[src/rtl/mfd_pkg.sv]
package mfd_pkg;
    typedef enum logic [2:0] {
        ST_HUNT,
        ST_PAIR_A,
        ST_PAIR_B,
        ST_CLOSE,
        ST_HOLD
    } mfd_state_e;
endpackage

[src/rtl/mfd_window.sv]
// Sync-pattern window: shifts every valid bit, tracks how many bits lie
// at or after the current search start point, and flags a match.
module mfd_window #(
    parameter int MARK_LEN = 6,
    parameter logic [MARK_LEN-1:0] MARK_PAT = 6'b111000,
    localparam int AGE_W = $clog2(MARK_LEN + 1)
) (
    input  logic             clk,
    input  logic             rst_n,
    input  logic             shift_en,
    input  logic             bit_in,
    input  logic             restart,
    input  logic [AGE_W-1:0] restart_age,
    output logic             hit
);
    logic [MARK_LEN-1:0] win_q;
    logic [MARK_LEN-1:0] win_nx;
    logic [AGE_W-1:0]    age_q;
    logic [AGE_W:0]      age_inc;

    assign win_nx  = {win_q[MARK_LEN-2:0], bit_in};
    assign age_inc = {1'b0, age_q} + 1'b1;
    assign hit     = shift_en && (win_nx == MARK_PAT) &&
                     (age_inc >= (AGE_W+1)'(MARK_LEN));

    always_ff @(posedge clk or negedge rst_n) begin
        if (!rst_n) begin
            win_q <= '0;
            age_q <= '0;
        end else begin
            if (shift_en) begin
                win_q <= win_nx;
            end
            if (restart) begin
                age_q <= restart_age;
            end else if (shift_en && (age_inc <= (AGE_W+1)'(MARK_LEN))) begin
                age_q <= age_inc[AGE_W-1:0];
            end
        end
    end
endmodule

[src/rtl/mfd_idreg.sv]
// Identifier shift chain: NUM_WORDS words, the MSB of each feeding the LSB
// of the next word up.
module mfd_idreg #(
    parameter int WORD_W    = 32,
    parameter int NUM_WORDS = 3
) (
    input  logic                             clk,
    input  logic                             rst_n,
    input  logic                             clr,
    input  logic                             shift_en,
    input  logic                             bit_in,
    output logic [NUM_WORDS-1:0][WORD_W-1:0] words
);
    for (genvar g = 0; g < NUM_WORDS; g++) begin : g_word
        logic [WORD_W-1:0] word_q;
        logic              carry_in;

        if (g == 0) begin : g_first
            assign carry_in = bit_in;
        end else begin : g_next
            assign carry_in = words[g-1][WORD_W-1];
        end

        always_ff @(posedge clk or negedge rst_n) begin
            if (!rst_n) begin
                word_q <= '0;
            end else if (clr) begin
                word_q <= '0;
            end else if (shift_en) begin
                word_q <= {word_q[WORD_W-2:0], carry_in};
            end
        end

        assign words[g] = word_q;
    end

    // a clear request leaves the whole chain empty on the next cycle
    a_r5_clear_empties: assert property (@(posedge clk) disable iff (!rst_n)
        clr |=> (words == '0));
endmodule

[src/rtl/mfd_decoder.sv]
module mfd_decoder #(
    parameter int WORD_W   = 32,
    parameter int NUM_W    = 16,
    parameter int MARK_LEN = 6,
    parameter logic [MARK_LEN-1:0] MARK_PAT = 6'b111000
) (
    input  logic              clk,
    input  logic              rst_n,
    input  logic              bit_valid,
    input  logic              bit_in,
    input  logic              single_mode,
    input  logic              rearm,
    output logic [WORD_W-1:0] id_hi,
    output logic [WORD_W-1:0] id_mid,
    output logic [WORD_W-1:0] id_lo,
    output logic              id_valid,
    output logic              short_fmt,
    output logic [NUM_W-1:0]  card_num
);
    import mfd_pkg::*;

    localparam int NUM_WORDS = 3;
    localparam int CHK_LEN   = MARK_LEN - 2;
    localparam int CHK_W     = (CHK_LEN > 1) ? $clog2(CHK_LEN) : 1;
    localparam int AGE_W     = $clog2(MARK_LEN + 1);

    mfd_state_e        state_q, state_nx;
    logic              first_q, first_nx;
    logic [CHK_W-1:0]  chk_q, chk_nx;
    logic              clr, dec_shift, restart, report, hit, exp_bit;
    logic [AGE_W-1:0]  restart_age;
    logic [NUM_WORDS-1:0][WORD_W-1:0] words;
    logic [NUM_WORDS-1:0][WORD_W-1:0] out_q;
    logic              valid_q;

    mfd_window #(.MARK_LEN(MARK_LEN), .MARK_PAT(MARK_PAT)) u_window (
        .clk(clk), .rst_n(rst_n), .shift_en(bit_valid), .bit_in(bit_in),
        .restart(restart), .restart_age(restart_age), .hit(hit)
    );

    mfd_idreg #(.WORD_W(WORD_W), .NUM_WORDS(NUM_WORDS)) u_idreg (
        .clk(clk), .rst_n(rst_n), .clr(clr), .shift_en(dec_shift),
        .bit_in(bit_in), .words(words)
    );

    assign exp_bit = MARK_PAT[CHK_LEN - 1 - int'(chk_q)];

    always_comb begin
        state_nx    = state_q;
        first_nx    = first_q;
        chk_nx      = chk_q;
        clr         = 1'b0;
        dec_shift   = 1'b0;
        restart     = 1'b0;
        restart_age = '0;
        report      = 1'b0;
        unique case (state_q)
            ST_HUNT: begin
                if (bit_valid && hit) begin
                    clr      = 1'b1;
                    state_nx = ST_PAIR_A;
                end
            end
            ST_PAIR_A: begin
                if (bit_valid) begin
                    first_nx = bit_in;
                    state_nx = ST_PAIR_B;
                end
            end
            ST_PAIR_B: begin
                if (bit_valid) begin
                    if (bit_in != first_q) begin
                        dec_shift = 1'b1;
                        state_nx  = ST_PAIR_A;
                    end else if (first_q == MARK_PAT[MARK_LEN-1]) begin
                        chk_nx   = '0;
                        state_nx = ST_CLOSE;
                    end else begin
                        restart     = 1'b1;
                        restart_age = AGE_W'(2);
                        state_nx    = ST_HUNT;
                    end
                end
            end
            ST_CLOSE: begin
                if (bit_valid) begin
                    if (bit_in == exp_bit) begin
                        if (chk_q == CHK_W'(CHK_LEN - 1)) begin
                            report   = 1'b1;
                            clr      = 1'b1;
                            state_nx = single_mode ? ST_HOLD : ST_PAIR_A;
                        end else begin
                            chk_nx = chk_q + 1'b1;
                        end
                    end else begin
                        restart     = 1'b1;
                        restart_age = AGE_W'(3) + AGE_W'(chk_q);
                        state_nx    = ST_HUNT;
                    end
                end
            end
            ST_HOLD: begin
                if (rearm) begin
                    restart  = 1'b1;
                    state_nx = ST_HUNT;
                end
            end
            default: state_nx = ST_HUNT;
        endcase
    end

    always_ff @(posedge clk or negedge rst_n) begin
        if (!rst_n) begin
            state_q <= ST_HUNT;
            first_q <= 1'b0;
            chk_q   <= '0;
        end else begin
            state_q <= state_nx;
            first_q <= first_nx;
            chk_q   <= chk_nx;
        end
    end

    always_ff @(posedge clk or negedge rst_n) begin
        if (!rst_n) begin
            valid_q <= 1'b0;
            out_q   <= '0;
        end else begin
            valid_q <= report;
            if (report) begin
                out_q <= words;
            end
        end
    end

    assign id_lo     = out_q[0];
    assign id_mid    = out_q[1];
    assign id_hi     = out_q[2];
    assign id_valid  = valid_q;
    assign short_fmt = (out_q[2] == '0);
    assign card_num  = out_q[0][NUM_W:1];

    // the report strobe never lasts two cycles
    a_r8_single_pulse: assert property (@(posedge clk) disable iff (!rst_n)
        id_valid |=> !id_valid);
    // a report always follows a completed closing check
    a_r4_from_close: assert property (@(posedge clk) disable iff (!rst_n)
        id_valid |-> ($past(state_q) == ST_CLOSE));
    // a stopped decoder raises no strobe and stays stopped until rearm
    a_r10_hold_quiet: assert property (@(posedge clk) disable iff (!rst_n)
        (state_q == ST_HOLD) |=> !id_valid);
    a_r10_hold_sticky: assert property (@(posedge clk) disable iff (!rst_n)
        (state_q == ST_HOLD && !rearm) |=> (state_q == ST_HOLD));
    // with no valid bit and no rearm the controller does not move
    a_r11_idle_stable: assert property (@(posedge clk) disable iff (!rst_n)
        (!bit_valid && !rearm) |=> $stable(state_q));
endmodule

[config.mk]
export PLATFORM = sky130hd
export DESIGN_NAME = mfd_decoder
export DESIGN_NICKNAME = d
export VERILOG_FILES = /design/src/rtl/mfd_pkg.sv /design/src/rtl/mfd_window.sv /design/src/rtl/mfd_idreg.sv /design/src/rtl/mfd_decoder.sv
export SDC_FILE = /design/constraint.sdc
export NUM_CORES = 1
export LEC_CHECK = 0
export BUFFER_PORTS_ARGS = -buffer_cell sky130_fd_sc_hd__buf_2
export CAP_MARGIN = 20
export CORE_UTILIZATION = 35
export CTS_CLUSTER_SIZE = 8
export DETAILED_ROUTE_END_ITERATION = 10
export PLACE_DENSITY = 0.55
export SKIP_CTS_REPAIR_TIMING = 1
export SYNTH_ARGS = -nofsm -noshare
export SYNTH_HDL_FRONTEND = slang
export SYNTH_SLANG_ARGS = --single-unit
[constraint.sdc]
create_clock -name clk -period 3.5 [get_ports clk]
set_input_delay 0.7 -clock clk [delete_from_list [all_inputs] [get_ports clk]]
set_output_delay 0.7 -clock clk [all_outputs]
set_load 0.03 [all_outputs]
# After elaboration in Yosys (flattened, before gate mapping)
# Memory sizes are Yosys's and may differ from the RTL's.
# Index checks and enable logic that the tools add are counted.
# op_classes
n_mux	50
n_addsub	4
n_lt_le_gt_ge	3
n_reduce_logical	12
n_eq_ne	18
# ops
cell	count
two-way mux 32 bit	6
two-way mux 3 bit	12
zero test 32 bit	1
two-way mux 2 bit	11
inequality test 2 bit, second input constant	9
two-way mux 1 bit	16
one-hot mux 3 bit (5 select lines)	1
AND reduction 7 bit	1
== test 3 x 2 -> 1 bit, second input constant	2
== test 6 bit, second input constant	1
one-hot mux 3 bit (2 select lines)	1
AND reduction 6 bit	1
nonzero test 2 bit	3
less-than comparator 3 x 5 -> 1 bit, second input constant	1
adder 3 x 1 -> 4 bit, second input constant	1
>= comparator 4 x 3 -> 1 bit, second input constant	1
less-or-equal comparator 4 x 3 -> 1 bit, second input constant	1
logical AND 1 bit	4
one-hot mux 2 bit (2 select lines)	1
adder 2 x 2 -> 3 bit, first input constant	1
== test 3 x 1 -> 1 bit, second input constant	1
== test 3 bit, second input constant	1
zero test 3 bit	1
inequality test 3 bit, second input constant	1
other kinds (8)	8
# word_totals
mem_bits_ro	8
out_inout_bits	114
in_bits	6
regBits	207
elab_cells	100
memories	1
# mem_list
name	depth	word_bits	read_ports	rd_clocked_by_memory_dff	write_ports	line_no	text
(no name shown)	8	1	1	0	0	mfd_decoder.sv:46	assign exp_bit = MARK_PAT[CHK_LEN - 1 - int'(chk_q)];

# Longest topological paths before layout
# Gate-level depths: netlist (run 1).
# depth
depth_word	9
mapped_depth	11
ltp_nobuf	9

# By module
# Synthesis (run 1) repeated with hierarchy kept, for this count alone.
# unflattened
cells_unflattened	648
area_unflattened_um2	8853.5
# by_module_without_submodules
module	area_each_um2	instances	seq_area_each_um2	cells_each
mfd_decoder	4478.0	1	2577.5	294
mfd_idreg	3910.0	1	2402.3	310
mfd_window	465.4	1	200.2	44

# Worst setup path before layout (run 1)
# No wires, ideal clock.
# synth_path
path_type	input to register
start	input bit_in
end	register out_q (netlist bit id_hi[0])
path_slack_ns	1.362
path_stages	7
arrival_time_ns	2.013
t_required_ns	3.375
path_buffers	3
setup_ns	0.125
cell_sequence	ha_1 nand2_1 or2_1 buf_6 buf_6 buf_6 mux2_4
# synth_between
elab_chain_cells	4
# synth_rtl
element	line_no	text
start, declared	mfd_decoder.sv:10	input logic bit_in,
== test 1 bit	mfd_decoder.sv:87	if (bit_in == exp_bit) begin
two-way mux 1 bit	mfd_decoder.sv:87	
two-way mux 1 bit	mfd_decoder.sv:86	if (bit_valid) begin
two-way mux 1 bit	mfd_decoder.sv:57	unique case (state_q)
end signal, assigned	mfd_decoder.sv:131	out_q <= words;
end, declared	mfd_decoder.sv:33	logic [NUM_WORDS-1:0][WORD_W-1:0] out_q;
# No other way between the ends.
# A chain may end at the register's enable or synchronous reset.

# Worst setup path after layout (run 1)
# layout_path
start	register out_q (netlist bit id_hi[1])
end	output short_fmt
# layout_between
elab_chain_cells	1
# layout_rtl
element	line_no	text
zero test 32 bit	mfd_decoder.sv:140	assign short_fmt = (out_q[2] == '0);
end, declared	mfd_decoder.sv:17	output logic short_fmt,
# No other way between the ends.

==> impl_results.md, run 1 <==
* Global-route wire length before repair at roughly 30000 um
* Post-synth net total at about 760
* Max Cap Viol at 0
* Post-synth EDFFs at 0
* P&R area growth vs syn at 17.69%
* Pin count of the biggest net entering global routing at 96
* # rows at 57
* DPL Wire Length at ~11000 um
* Total power at ~5.5 mW
* Register-to-register setup slack at between 1 and 1.5 ns
* Post-synthesis adder-cell area fraction at under 10%
* Final critical-path required period at between 2 and 3 ns
* Sequential share of power at 47.3%
* Worst Path Required at around 2.8 ns
* Synth Flop Type: dfrtp_1
* # port buffers at 119
* Top-area cell type share of the netlist area at around three fifths
* CTS sink cnt at between 200 and 250
* Final Skew at roughly 0.0085 ns
* # diodes at 0
* Die ar. at around 25000 um^2
* CTS tree: yes
* Fmax at approximately 380 MHz
* Initial drt markers at about 340
* Post-route setup slack at between 0.9 and 1 ns
* Most common cell in the synthesized netlist: dfrtp_1
* Cts bufs inserted at 29
* Final number of setup-violating endpoints at 0
* Reg-to-reg endpoint: id_lo[23]
* Core box area at ~24000 um^2
* Yosys warning count at 0
* Slew @ Worst Pin at 0.8407 ns
* Xor/xnor cell area share of the yosys netlist at less than 1%
* Mapped Cells at 744
* Pleak at between 5 and 6 nW
* Switch Pwr at ~1.4 mW
* H-tree Lvls at 1
* Post-Place Worst Slack at 0.7858 ns
* Slew margin rel. at between 40% and 50%
* Initial Utilization at 35.64%
* Largest cells by area after synthesis: dfrtp_1 (60%), nand2_1 (8.6%), mux2_2 (8.1%)
* Vias in the first global route at ~5.6k
* Critical path endpoint category: output pin
* Reg2Reg Depth at 8
* Crit start category: flip-flop
* Period utilisation layout at 74.27%
* Slew Limit Fails at 0
* Clock share of power at 43.0%
* Synth cell count leaders: dfrtp_1 (207), nand2_1 (197), a21oi_1 (101), mux2_2 (62), mux2_4 (40)
* Clk slew on worst S/H paths at approximately 0.05 ns
* DR vias/cell at between 4 and 5
* Comb power frac at 9.6%
* Post-DP Area at 9443 um^2
* Buffer depth of the longest clock path at 3
* Total GRT Usage at between 10% and 20%
* Internal at ~4.1 mW
* Crit Path Class: reg -> out
* Switching Fraction at 24.80%
* Layout cells sized above 1 at about a third
* Mux cell area share after synthesis at 15.14%
* WP data arrival at roughly 1.9 ns
* GRT overflow at 0
* # IOs at between 100 and 150
* Cell variety after synth at 43
* Pwr Density at around 540 nW/um^2
* Detail Route Antenna Nets at 0
* Hold Vio Cnt, Final at 0
* Main combinational cell family by area after synthesis: multiplexers
* Cell taking the most area after synthesis: dfrtp_1
* HP Class: in -> async
* Unrepaired setup endpoints after global routing: false
* Critical path peak fanout at 3
* R2R Path Start: chk_q[0]
* Syn avg cell area at 11.62 um^2
* Clk_lat worst skew at 0.52 ns
* Die height at between 150 and 200 um
* Width of the chip at 159.1 um
* Sum Neg Setup Slack at 0 ns
* Synthesized flop and latch total at 207
* WL final at 17830 um
* Drc violations at 0
* Max IR drop VDD at 0.0003188 V
* GP Congestion at 0.7617
* Status: finished clean
* Post-synthesis sequential area ratio at 59.93%
* Clock Root Buffer: clkbuf_16
* Async set-reset flop share out of synthesis at 100.0%
* DR WL/cell at between 15 and 20 um
* Initial antenna violation count at 0
* Final Cell Area at between 10000 and 15000 um^2
* Compound-gate portion of the synthesized area at between 7 and 8%
* DRT Pass-1 Iters at 4
* Final net count at roughly 860
* Syn Std Cell Area at a little under 9000 um^2
* Simple-gate share of the synthesized area at between 10% and 20%
* Via count at 5598
[how the worst max path moves through the flow]
| stage | from | end | slack [ns] | cells past startpoint |
|---|---|---|---|---|
| after floorplan | bit_in | id_hi[0] | 1.36 | 7 |
| after global placement | bit_in | id_lo[17] | 0.85 | 6 |
| after detailed placement | bit_in | u_idreg.g_word[1].word_q[28] | 0.79 | 7 |
| after CTS | id_hi[1] | short_fmt | 0.85 | 4 |
| after global routing | id_hi[1] | short_fmt | 0.80 | 4 |
| final | id_hi[1] | short_fmt | 0.90 | 4 |
[metrics by stage]
| stage | hold WS [ns] | util (%) | std cells |
|---|---|---|---|
| after floorplan | 0.4044 | - | 744 |
| after global placement | 0.4846 | 38.94 | 1136 |
| after detailed placement | 0.4879 | 38.94 | 1136 |
| after CTS | 0.2464 | 41.95 | 1166 |
| after global routing | 0.2617 | 41.95 | 1166 |
| final | 0.2257 | 41.95 | 1166 |
[flip-flops by register name, summed over array words and instances, names as in the netlist]
| signal | cells |
|---|---|
| chk_q | 2 |
| first_q | 1 |
| id_hi | 32 |
| id_lo | 32 |
| id_mid | 32 |
| id_valid | 1 |
| state_q | 3 |
| u_idreg.g_word.word_q | 96 |
| u_window.age_q | 3 |
| u_window.win_q | 5 |
[layout make-up]
type                            count  area (um^2)
Timing Repair Buffer              131        757.0
Fill cell                        2332        14080
Multi-Input combinational cell    462         3055
Clock buffer                       30        729.5
Inverter                           12        45.04
Tap cell                          324        405.4
Sequential cell                   207         5180
[cell families after synthesis]
kind of cell             Yosys count
AND/OR/NAND/NOR                  231
flip-flops                       207
AO/OA/AOI/OAI                    118
multiplexers                     103
buffers and inverters             75
adder cells (fa/ha/maj)            8
XOR/XNOR                           2
[cells in the final DEF, fill, tap and decap left out, types with 2 or more instances in the layout]
cell,instances
or3_1,2
nand4_1,4
buf_12,5
o21ai_0,4
nand2_1,197
a21oi_1,101
buf_2,118
buf_4,7
clkbuf_16,29
mux2_4,40
nor2_1,6
ha_1,8
o31ai_1,2
inv_1,12
nand4b_1,2
dfrtp_1,207
nor4_1,8
nor4b_1,2
a32oi_1,2
mux2_2,62
[worst max-delay path: stages, from the launching register on]
cell	delay, ns
dfrtp_1	0.41
nor4_1	0.35
nand4_1	0.26
nor2_1	0.15
buf_2	0.21
[power groups by stage]
stage,Sequential [mW],Clock (mW),Combinational [mW]
floorplan,2.56,0,0.403
global placement,2.62,0,0.534
detailed placement,2.62,0,0.539
CTS,2.58,2.43,0.541
global route,2.59,2.53,0.599
finish,2.58,2.35,0.524
[routing by layer]
metal	track usage [%]	up-vias	share of wire, %
li1	-	2671	-
met1	20.50	2780	48
met2	22.37	116	46
met3	2.891	31	4.5
met4	3.671	0	1.8
met5	0	-	0
(Power assumes the default switching activity.)
==> run 2: changes to the inputs <==
==> constraint.sdc (replaced) <==
create_clock -name clk -period 2.5 [get_ports clk]
set_input_delay 0.5 -clock clk [delete_from_list [all_inputs] [get_ports clk]]
set_output_delay 0.5 -clock clk [all_outputs]
set_load 0.03 [all_outputs]
==> impl_results.md, run 2 (synthesis results as in run 1) <==
* Layout cells sized above 1 at 32.08% (+0.37 points)
* R2R Path Start: chk_q[0]
* Register-to-register setup slack at 0.31 ns (-0.73 ns)
* Clk_lat worst skew at 0.52 ns (about the same)
* WP data arrival at 1.88 ns (-0.02 ns)
* Leading cell type in the layout, fill and taps excluded: dfrtp_1
* CTS tree: yes
* # port buffers at 119 (unchanged)
* Pin count of the biggest net entering global routing at 97 (+1.0%)
* Period utilisation layout at approximately 95%
* Crit start category: flip-flop
* Pwr Density at 753.9 nW/um^2 (+41%)
* Final Skew at 0.01619 ns (+0.007735 ns)
* GP Congestion at 0.7649 (+0.42%)
* Via count at 5665 (+1.2%)
* Slew @ Worst Pin at 0.4674 ns (-0.3733 ns)
* Hold Vio Cnt, Final at 0 (unchanged)
* Sum Neg Setup Slack at 0 ns (unchanged)
* DR WL/cell at 15.39 um (+0.68%)
* Slew margin rel. at 68.84% (+25 points)
* Drc violations at 0 (unchanged)
* # rows at 57 (unchanged)
* Max IR drop VDD at 0.0004211 V (+32%)
* Switch Pwr at 1.939 mW (+43%)
* Comb power frac at 10.8% (+1.2 points)
* Hold path endpoint: state_q[2]
* # IOs at 120 (unchanged)
* Clock share of power at 42.8% (-0.2 points)
* Final net count at 862 (+0.58%)
* WL final at 18040 um (+1.2%)
* Sequential share of power at 46.3% (-1.0 points)
* Die ar. at 25330 um^2 (unchanged)
* Critical path peak fanout at 3 (unchanged)
* Reg with most FFs: u_idreg.g_word.word_q
* GRT overflow at 0 (unchanged)
* Max Cap Viol at 0 (unchanged)
* Final number of setup-violating endpoints at 0 (unchanged)
* Reg-to-reg endpoint: id_lo[23]
* P&R area growth vs syn at 18.54%
* Fmax at 419.6 MHz
* HP Class: in -> reg
* Clk slew on worst S/H paths at 0.05 ns (about the same)
* Crit Path Class: reg -> out
* Final critical-path required period at 2.383 ns
* Fillers at 2344 (+0.51%)
* Reg2Reg Depth at 8 (unchanged)
* Detail Route Antenna Nets at 0 (unchanged)
* Worst Hold Depth at 2
* Unrepaired setup endpoints after global routing: false
* Critical path endpoint category: output pin
* Initial antenna violation count at 0 (unchanged)
* DRT Pass-1 Iters at 4 (unchanged)
* CTS sink cnt at 207 (unchanged)
* Status: finished clean
* DR vias/cell at 4.834 (+0.68%)
* Hold WS at 0.1831 ns (-0.04262 ns)
* Pleak at 5.291 nW (+0.69%)
* Vias in the first global route at 5737 (+2.1%)
* Global-route wire length before repair at 30570 um (+1.4%)
* Switching Fraction at 25.11% (+0.31 points)
* DPL Wire Length at 11020 um (-0.17%)
* Core box area at 24250 um^2 (unchanged)
* Worst Path Required at 2.00 ns (-0.80 ns)
* # diodes at 0 (unchanged)
* Die height at 159.1 um (unchanged)
* Internal at 5.785 mW (+41%)
* H-tree Lvls at 1 (unchanged)
* Clock Root Buffer: clkbuf_16
* Most frequent cells in the layout: dfrtp_1 (207), nand2_1 (197), buf_2 (118), a21oi_1 (101), mux2_2 (62)
* Width of the chip at 159.1 um (unchanged)
* Hold path start: rearm
* Slew Limit Fails at 0 (unchanged)
* Fin util at 42.25% (+0.30 points)
* Total GRT Usage at 14.62% (+0.25 points)
* Initial drt markers at 260 (-22%)
* Max reg flops at 96 (unchanged)
* Initial Utilization at 35.64% (unchanged)
* Cts bufs inserted at 29 (unchanged)
* Buffer depth of the longest clock path at 3 (unchanged)
[run 2: cell count changes in the layout (fill, tap and decap cells not counted)]
cell,before,now
dlygate4sd3_1,0,1
buf_12,5,7
inv_6,0,1
buf_4,7,9
[run 2: final cells by class]
type	instances	area, um^2	area share [%]
multi-input combinational	462	3055	29.82
clock inverter	1	8.758	0.08548
clock buffer	30	729.5	7.119
tap	324	405.4	3.957
inverter	12	45.04	0.4396
timing repair buffer	136	822.0	8.023
sequential	207	5180	50.56
[run 2: how the worst max path moves through the flow]
| stage | cells after the start | start | endpoint |
|---|---|---|---|
| 2_1_floorplan | 10 | chk_q[0] | id_hi[0] |
| 4_1_cts | 4 | id_hi[0] | short_fmt |
| 3_3_place_gp | 6 | bit_in | id_mid[25] |
| 5_1_grt | 4 | id_hi[0] | short_fmt |
| 3_5_place_dp | 6 | bit_in | id_mid[20] |
| 6_report | 4 | id_hi[0] | short_fmt |
[run 2: power by group through the flow]
stage	clock network, mW	logic [mW]	registers [mW]
detailed placement	0	0.845	3.63
floorplan	0	0.565	3.59
global placement	0	0.837	3.63
finish	3.31	0.838	3.58
global route	3.57	0.946	3.59
CTS	3.44	0.848	3.57
[run 2: through the flow]
stage / worst slack, ns / instance area, um^2 / total power [mW] / cells
2_1_floorplan: 0.4466 / 8643 / 4.156 / 744
3_3_place_gp: 0.3218 / 9498 / 4.463 / 1140
3_5_place_dp: 0.2696 / 9498 / 4.473 / 1140
4_1_cts: 0.02314 / 10240 / 7.859 / 1171
5_1_grt: 0.0002134 / 10250 / 8.105 / 1172
6_report: 0.1170 / 10250 / 7.724 / 1172
[run 2: per-layer routing]
| metal | share of wire, % | global-route usage, % | wire length, um |
|---|---|---|---|
| met1 | 48 | 20.61 | 8638 |
| met2 | 45 | 23.17 | 8184 |
| met3 | 5.2 | 2.943 | 935 |
| met4 | 1.6 | 3.497 | 280 |
| met5 | 0 | 0 | 0 |
[run 2: worst max-delay path: stages, from the launching register on]
cell	delay (ns)
dfrtp_1	0.41
nor4_1	0.36
nand4_1	0.26
nor2_1	0.13
buf_2	0.20
